### config.mk
export PLATFORM = sky130hd
export DESIGN_NAME = coef_prune_engine
export DESIGN_NICKNAME = d
export VERILOG_FILES = /design/src/rtl/coef_prune_pkg.sv /design/src/rtl/mag_oet_sorter.sv /design/src/rtl/prune_stats.sv /design/src/rtl/coef_prune_engine.sv
export SDC_FILE = /design/constraint.sdc
export NUM_CORES = 1
export LEC_CHECK = 0
export BUFFER_PORTS_ARGS = -buffer_cell sky130_fd_sc_hd__buf_4
export CAP_MARGIN = 20
export CORE_UTILIZATION = 43
export CTS_CLUSTER_DIAMETER = 40
export DETAILED_ROUTE_END_ITERATION = 16
export PLACE_DENSITY = 0.64
export SLEW_MARGIN = 0
export SYNTH_ARGS = -nofsm -noshare
export SYNTH_HDL_FRONTEND = slang
export SYNTH_SLANG_ARGS = --single-unit
### constraint.sdc
create_clock -name clk -period 37.4 [get_ports clk]
set_input_delay 3.74 -clock clk [delete_from_list [all_inputs] [get_ports clk]]
set_output_delay 3.74 -clock clk [all_outputs]
set_load 0.02 [all_outputs]
### src/rtl/coef_prune_pkg.sv
package coef_prune_pkg;
  typedef enum logic [2:0] {
    ST_IDLE,
    ST_LOAD,
    ST_SORT,
    ST_CUT1,
    ST_CUT2,
    ST_WRITE,
    ST_DONE
  } prune_state_e;
endpackage

### src/rtl/mag_oet_sorter.sv
// In-place odd-even transposition network over a magnitude copy.
// One phase per step; N steps leave the bank in ascending order.
module mag_oet_sorter #(
  parameter int N  = 8,
  parameter int MW = 8,
  localparam int AW = $clog2(N)
) (
  input  logic                   clk,
  input  logic                   rst_n,
  input  logic                   ld_en,
  input  logic [AW-1:0]          ld_idx,
  input  logic [MW-1:0]          ld_val,
  input  logic                   step_en,
  input  logic                   odd_phase,
  output logic [N-1:0][MW-1:0]   mags
);
  logic [N-1:0][MW-1:0] nxt;

  always_comb begin
    nxt = mags;
    if (ld_en) nxt[ld_idx] = ld_val;
    if (step_en) begin
      // Pairs within one phase are disjoint, so in-loop swaps cannot collide.
      for (int i = 0; i < N - 1; i++) begin
        if (((i % 2) == 1) == odd_phase && mags[i] > mags[i+1]) begin
          nxt[i]   = mags[i+1];
          nxt[i+1] = mags[i];
        end
      end
    end
  end

  always_ff @(posedge clk or negedge rst_n) begin
    if (!rst_n) mags <= '0;
    else        mags <= nxt;
  end
endmodule

### src/rtl/prune_stats.sv
// Median of sorted magnitudes, plus sum, non-zero count and mean of the
// current coefficient bank.
module prune_stats #(
  parameter int N = 8,
  parameter int W = 8,
  localparam int CW = $clog2(N + 1),
  localparam int SW = W + $clog2(N)
) (
  input  logic [N-1:0][W-1:0] sorted,
  input  logic [N-1:0][W-1:0] coefs,
  output logic [N-1:0][W-1:0] mags_o,
  output logic [W-1:0]        median,
  output logic [W-1:0]        mean,
  output logic [CW-1:0]       nz
);
  logic [SW-1:0] sum;
  logic [SW-1:0] quot;

  always_comb begin
    sum = '0;
    nz  = '0;
    for (int i = 0; i < N; i++) begin
      mags_o[i] = coefs[i][W-1] ? (~coefs[i] + 1'b1) : coefs[i];
      sum = sum + SW'(mags_o[i]);
      if (mags_o[i] != '0) nz = nz + 1'b1;
    end
    quot = (nz == '0) ? '0 : sum / SW'(nz);
    mean = W'(quot);
  end

  generate
    if (N % 2 == 0) begin : g_even
      logic [W:0] pair;
      assign pair   = {1'b0, sorted[N/2-1]} + {1'b0, sorted[N/2]};
      assign median = pair[W:1];
    end else begin : g_odd
      assign median = sorted[N/2];
    end
  endgenerate
endmodule

### src/rtl/coef_prune_engine.sv
module coef_prune_engine
  import coef_prune_pkg::*;
#(
  parameter int N = 8,
  parameter int W = 8,
  localparam int AW = $clog2(N),
  localparam int IW = $clog2(N + 1),
  localparam int CW = $clog2(N + 1)
) (
  input  logic          clk,
  input  logic          rst_n,
  input  logic          start,
  output logic          done,
  output logic [CW-1:0] nz_count,
  output logic          mem_rd_en,
  output logic          mem_we,
  output logic [AW-1:0] mem_addr,
  output logic [W-1:0]  mem_wdata,
  input  logic [W-1:0]  mem_rdata
);
  prune_state_e          state;
  logic [IW-1:0]         idx;
  logic                  cap_vld;
  logic [AW-1:0]         cap_idx;
  logic [N-1:0][W-1:0]   coef;
  logic [N-1:0][W-1:0]   sorted;
  logic [N-1:0][W-1:0]   mags;
  logic [W-1:0]          median;
  logic [W-1:0]          mean;
  logic [CW-1:0]         nz;
  logic [W-1:0]          rd_mag;

  assign rd_mag    = mem_rdata[W-1] ? (~mem_rdata + 1'b1) : mem_rdata;
  assign mem_rd_en = (state == ST_LOAD) && (idx < IW'(N));
  assign mem_we    = (state == ST_WRITE);
  assign mem_addr  = idx[AW-1:0];
  assign mem_wdata = coef[idx[AW-1:0]];
  assign done      = (state == ST_DONE);
  assign nz_count  = nz;

  mag_oet_sorter #(.N(N), .MW(W)) u_sort (
    .clk       (clk),
    .rst_n     (rst_n),
    .ld_en     (cap_vld),
    .ld_idx    (cap_idx),
    .ld_val    (rd_mag),
    .step_en   (state == ST_SORT),
    .odd_phase (idx[0]),
    .mags      (sorted)
  );

  prune_stats #(.N(N), .W(W)) u_stats (
    .sorted (sorted),
    .coefs  (coef),
    .mags_o (mags),
    .median (median),
    .mean   (mean),
    .nz     (nz)
  );

  always_ff @(posedge clk or negedge rst_n) begin
    if (!rst_n) begin
      state   <= ST_IDLE;
      idx     <= '0;
      cap_vld <= 1'b0;
      cap_idx <= '0;
      coef    <= '0;
    end else begin
      case (state)
        ST_IDLE: begin
          if (start) begin
            state <= ST_LOAD;
            idx   <= '0;
          end
        end
        ST_LOAD: begin
          cap_vld <= mem_rd_en;
          cap_idx <= idx[AW-1:0];
          if (mem_rd_en) idx <= idx + 1'b1;
          if (cap_vld) coef[cap_idx] <= mem_rdata;
          if (cap_vld && cap_idx == AW'(N - 1)) begin
            state <= ST_SORT;
            idx   <= '0;
          end
        end
        ST_SORT: begin
          idx <= idx + 1'b1;
          if (idx == IW'(N - 1)) state <= ST_CUT1;
        end
        ST_CUT1: begin
          for (int i = 0; i < N; i++)
            if (mags[i] < median) coef[i] <= '0;
          state <= ST_CUT2;
        end
        ST_CUT2: begin
          if (nz != '0)
            for (int i = 0; i < N; i++)
              if (mags[i] < mean) coef[i] <= '0;
          state <= ST_WRITE;
          idx   <= '0;
        end
        ST_WRITE: begin
          idx <= idx + 1'b1;
          if (idx == IW'(N - 1)) state <= ST_DONE;
        end
        default: state <= ST_IDLE;
      endcase
    end
  end
endmodule

After elaboration in Yosys (flattened, before gate mapping) --
Index checks and enable logic that the tools add are counted.
Storage, ports and cells: bits in registers 139
Cells by class: $add $sub $neg 25, divide/modulo/power cells 1, order comparisons 27, equal/unequal tests 31, multiplexer cells 62, bitwise logic cells 10, reduce and logical (&&, ||, !) cells 34
Operators with widths (count):
- 2-to-1 mux 64 bit | 4
- 2-to-1 mux 8 bit | 28
- case mux 64 bit (3 select lines) | 1
- bitwise mux 64 bit | 2
- < comparator 8 bit | 16
- 2-to-1 mux 16 bit | 8
- adder 8 x 1 -> 8 bit (second input constant) | 9
- inverter 8 bit | 9
- adder 11 x 8 -> 11 bit | 6
- nonzero test 8 bit | 8
- greater-than comparator 8 bit | 7
- 2-to-1 mux 4 bit | 10
- != test 2 bit (second input constant) | 20
- AND reduction 5 bit | 8
- adder 4 x 1 -> 4 bit (second input constant) | 7
- binary-select mux 8 bit (select 3 bit) | 1
- demux 8 bit (select 3 bit) | 1
- adder 8 x 8 -> 9 bit | 2
- case mux 3 bit (6 select lines) | 1
- case mux 4 bit (4 select lines) | 1
- == test 3 bit (second input constant) | 4
- 2-to-1 mux 3 bit | 4
- divider 11 x 4 -> 11 bit | 1
- logical AND 1 bit | 10
- other kinds (18) | 22

Depth between registers and ports, before layout --
depth in word-level cells 25, mapped depth 113, gate-level depth less buffers 111

Hierarchy --
Synthesis repeated with hierarchy kept, for this count alone.
Unflattened totals: cell total of the unflattened synthesis 2202, area, all modules 18317.6 um^2
By module, submodules not included:
- prune_stats | instances 1, cells an instance 914, area an instance 6811.5 um^2
- coef_prune_engine | instances 1, cells an instance 737, area an instance 6705.2 um^2
- mag_oet_sorter | instances 1, cells an instance 551, area an instance 4800.9 um^2

Worst setup path after synthesis --
Ideal clock, no wire load.
path type flip-flop to flip-flop, from reg coef[8] (netlist name), to reg coef[31] (netlist name), arrival 21.366 ns, path slack 15.953 ns, stages on the path, launching flop included 103, path buffers 2, cells stage by stage dfrtp_1 inv_1 ha_1 mux2i_1 nor2_1 nor2_1 a21oi_1 maj3_1 maj3_1 maj3_1 maj3_1 maj3_1 xnor2_1 fa_1 fa_1 inv_1 fa_1 fa_1 [67 not listed] ha_1 nor2b_1 o21ai_0 nand2b_1 a21oi_1 nand2_1 nor3_1 mux2i_1 ha_1 a21o_1 a21o_1 a21oi_1 nand2_1 nor4_4 o211ai_4 o311ai_1 a21o_2 o2bb2ai_1
On the way: word-level cells in the longest chain between the ends 22, elaborated cells between the ends (all ways) 32, those cells by class 14 x add/sub; 1 x div; 1 x order compare; 2 x eq/ne; 9 x mux; 1 x bitwise; 4 x reduce/logical
RTL lines:
- from (decl) | RTL line coef_prune_engine.sv:25 | logic [N-1:0][W-1:0] coef;
- from (signal, indexed assignment) | RTL line coef_prune_engine.sv:80 | if (cap_vld) coef[cap_idx] <= mem_rdata;
- inverter 8 bit | RTL line prune_stats.sv:23 | mags_o[i] = coefs[i][W-1] ? (~coefs[i] + 1'b1) : coefs[i];
- adder 8 x 1 -> 8 bit | RTL line prune_stats.sv:23
- 2-to-1 mux 8 bit * | RTL line prune_stats.sv:23
- branches (longest 18 deep; another with adder 11 x 8 -> 11 bit)
- AND reduction 5 bit (no source line) *
Every way passes the cells marked *. A chain may end at the register's enable or synchronous reset.

Worst setup path in the final report --
from reg coef[0] (netlist name), to reg coef[61] (netlist name)
On the way: word-level cells in the longest chain between the ends 24, elaborated cells between the ends (all ways) 34, those cells by class 15 x add/sub; 1 x div; 1 x order compare; 2 x eq/ne; 10 x mux; 1 x bitwise; 4 x reduce/logical
RTL lines (RTL line):
- inverter 8 bit | prune_stats.sv:23
- adder 8 x 1 -> 8 bit | prune_stats.sv:23
- 2-to-1 mux 8 bit * | prune_stats.sv:23
- branches (longest 20 deep; another with adder 11 x 8 -> 11 bit)
- AND reduction 5 bit (no source line) *
Marks and branches as above.

==> impl_metrics.yaml <==
clock_tree:
  cts_resized: 0
  post_cts_buffers: 0
  cts_sinks: 139
  cts_root_buffer: "clkbuf_16"
  cts_tree: "done"
  clock_latency_ns: 0.44
  cts_inserted_buffers: 17
  clock_path_buffers: 2
  h-tree-depth: 4
  postCtsHoldBufs: 0
  cts.clk_slew.worst_paths_ns: 0.07
yosys:
  synthSimpleGateAreaFrac_pct: 17.6
  synth_top_family_by_area: "compound AO/OA/AOI/OAI gates"
  ys_seq_elements: 139
  netlist-cell-type-count: 107
  synthXorXnorAreaFrac_pct: 5.49
  synth_compound_area_share_pct: 25.1
  synth_mux_area_share_pct: 4.05
  synth_fa_ha_area_share_pct: 22.5
  synth_nets: 2405
  syn_inst: 2110
  synth_area_um2: 17600
  ys.flop_type: "dfrtp_1"
  synthArstFlopShare_pct: 100
  yosysWarnings: 0
  syn_area_per_cell_um2: 8.34
  ys_seq_area_share_pct: 19.8
  synth-edff-count: 0
floorplanning:
  row_count: 73
  core_um2: 40100
  dieWidth_um: 204
  start_util_pct: 43.9
  design.die.area_um2: 41800
  io-pin-count: 29
  die_h_um: 204
critical_path:
  crit_type: "reg2reg"
  crit_fanout: 10
  crit_buf_inv: 2
  critical_path.most_common_cell: "ha_1"
  cp-start-kind: "register"
  reg2reg_depth: 105
  rr_endpoint: "coef[61]"
  crit_path_top_delay_cell: "fa_1"
  crit_arrival_ns: 24.68
  end_kind: "register"
  crit_family: "compound AO/OA/AOI/OAI gates"
  reg2reg_slack_ns: 13.07
  r2r_start: "coef[0]"
  max_stage_delay_ns: 0.55
  worst_ep_required_time_ns: 37.75
drt:
  route.met2.wl_mm: 24.5
  viasPerCell: 6.23
  drc: 0
  routed_wl_mm: 55.6
  dr.max_layer_used: "met4"
  dr_wl_met3_mm: 4.58
  dr_total_vias: 16437
  wirelength_met1_mm: 24.6
  dr.pass1.iters: 6
  wire_per_inst_um: 21.1
  drtIter0Drc: 1438
  ant_nets: 0
timing:
  maxSlewHeadroom_pct: 19.7
  period_share_pct: 65.1
  final-hold-violation-count: 0
  fin_worst_skew_ns: 0.0120
  worst_pin_slew_ns: 1.20
  fmaxAchievable_mhz: 41.1
  post-route-min-period_ns: 24.33
  slew_viol_final: 0
  setup_viol: 0
  grt_setup_unrepaired: "no"
  setup_tns_ns: 0
global_routing:
  grt_pass1_wl_mm: 87.2
  grt-ovfl-total: 0
  grt_pass1_vias: 15802
  grt_antenna_before_repair: 0
  grt_max_degree: 73
  grtUsageTotal_pct: 26.8
hold_path:
  min_from: "coef[9]"
  hp-class: "reg2reg"
  holdPathEnd: "coef[9]"
  whs_path_depth: 1
final_layout:
  area_growth_pct: 7.41
  drive_gt1_share_pct: 8.33
  nets: 2395
  antennaDiodeCount: 0
  layout_commonest_cell: "ha_1"
  final_cell_mix: "245 x ha_1, 176 x nor2_1, 175 x inv_1, 169 x nand2_1, 151 x o21ai_0"
job:
  drv_cap: 0
placed_design:
  gp_congestion: 0.933
  hpwl_mm: 42.9
  io_buffers: 28
status:
  status: "finished clean"
-- cells by family (layout without fill, tap and decap cells) --
logic type	Yosys count	after routing
compound gates	651	651
fa+ha+maj	295	295
mux	48	48
xor+xnor	103	103
buf+inv	251	254
flops	139	139
simple gates	623	623
-- routing by layer --
metal	global-route usage, %	vias up
met4	9.38	0
met3	5.31	149
met5	0	-
met1	36.7	7940
li1	-	7693
met2	41.7	655
-- cells in the mapped netlist (11+ instances only) --
library cell	n	share of area, %
nor2_1	176	3.8
inv_1	175	3.7
nand2_1	169	3.6
mux4_2	16	2.0
xor2_1	22	1.1
and2_1	15	0.53
o31ai_1	23	0.98
o21ai_0	151	4.3
fa_1	39	4.4
nor2b_1	29	1.0
ha_1	245	17
o21ai_1	15	0.43
a211oi_1	12	0.51
mux2i_1	12	0.68
a32o_1	14	0.80
clkbuf_1	64	1.4
o211ai_1	15	0.64
maj3_1	11	0.63
xnor2_1	76	3.8
a21oi_1	122	3.5
nand3_1	25	0.71
o22ai_1	51	1.8
o21a_1	16	0.68
a21o_1	39	1.7
or3_1	17	0.60
dfrtp_1	139	20
mux2_2	18	1.2
o2bb2ai_1	37	1.8
nand4_1	32	1.1
nor3_1	39	1.1
nand2b_1	53	1.9
a22oi_1	58	2.5
-- per-stage QoR --
stage          util (%)  cells  area (µm²)  worst slack, ns  hold WS [ns]
2_1_floorplan         -   2110       17600            15.95         0.488
3_3_place_gp       45.7   2606       18300            14.34         0.526
3_5_place_dp       45.7   2606       18300            13.51         0.534
4_1_cts            47.2   2638       18900            13.43         0.550
5_1_grt            47.2   2638       18900            11.26         0.579
6_report           47.2   2638       18900            13.07         0.550
-- worst max-delay path by stage --
stage	from	end	slack, ns	cells past startpoint
6_report	coef[0]	coef[61]	13.07	105
5_1_grt	coef[0]	coef[62]	11.26	105
4_1_cts	coef[0]	coef[61]	13.43	105
3_5_place_dp	coef[0]	coef[50]	13.51	105
3_3_place_gp	coef[8]	coef[10]	14.34	104
2_1_floorplan	coef[8]	coef[31]	15.95	102
-- sequential cells by signal, summed over array words and instances (netlist names) --
register and count:
state 3, idx 4, cap_vld 1, u_sort.mags 64, coef 64, cap_idx 3
-- area by class of cell --
type                       instances  area (µm²)
timing repair buffer              45         342
multi-input combinational       1720       13200
fill                            3824       21200
sequential                       139        3480
tap                              525         657
inverter                         177         664
clock inverter                    15         178
clock buffer                      17         425
Power is not shown: default switching activity piles up to over one toggle a cycle in this logic, so the estimate is an artifact.
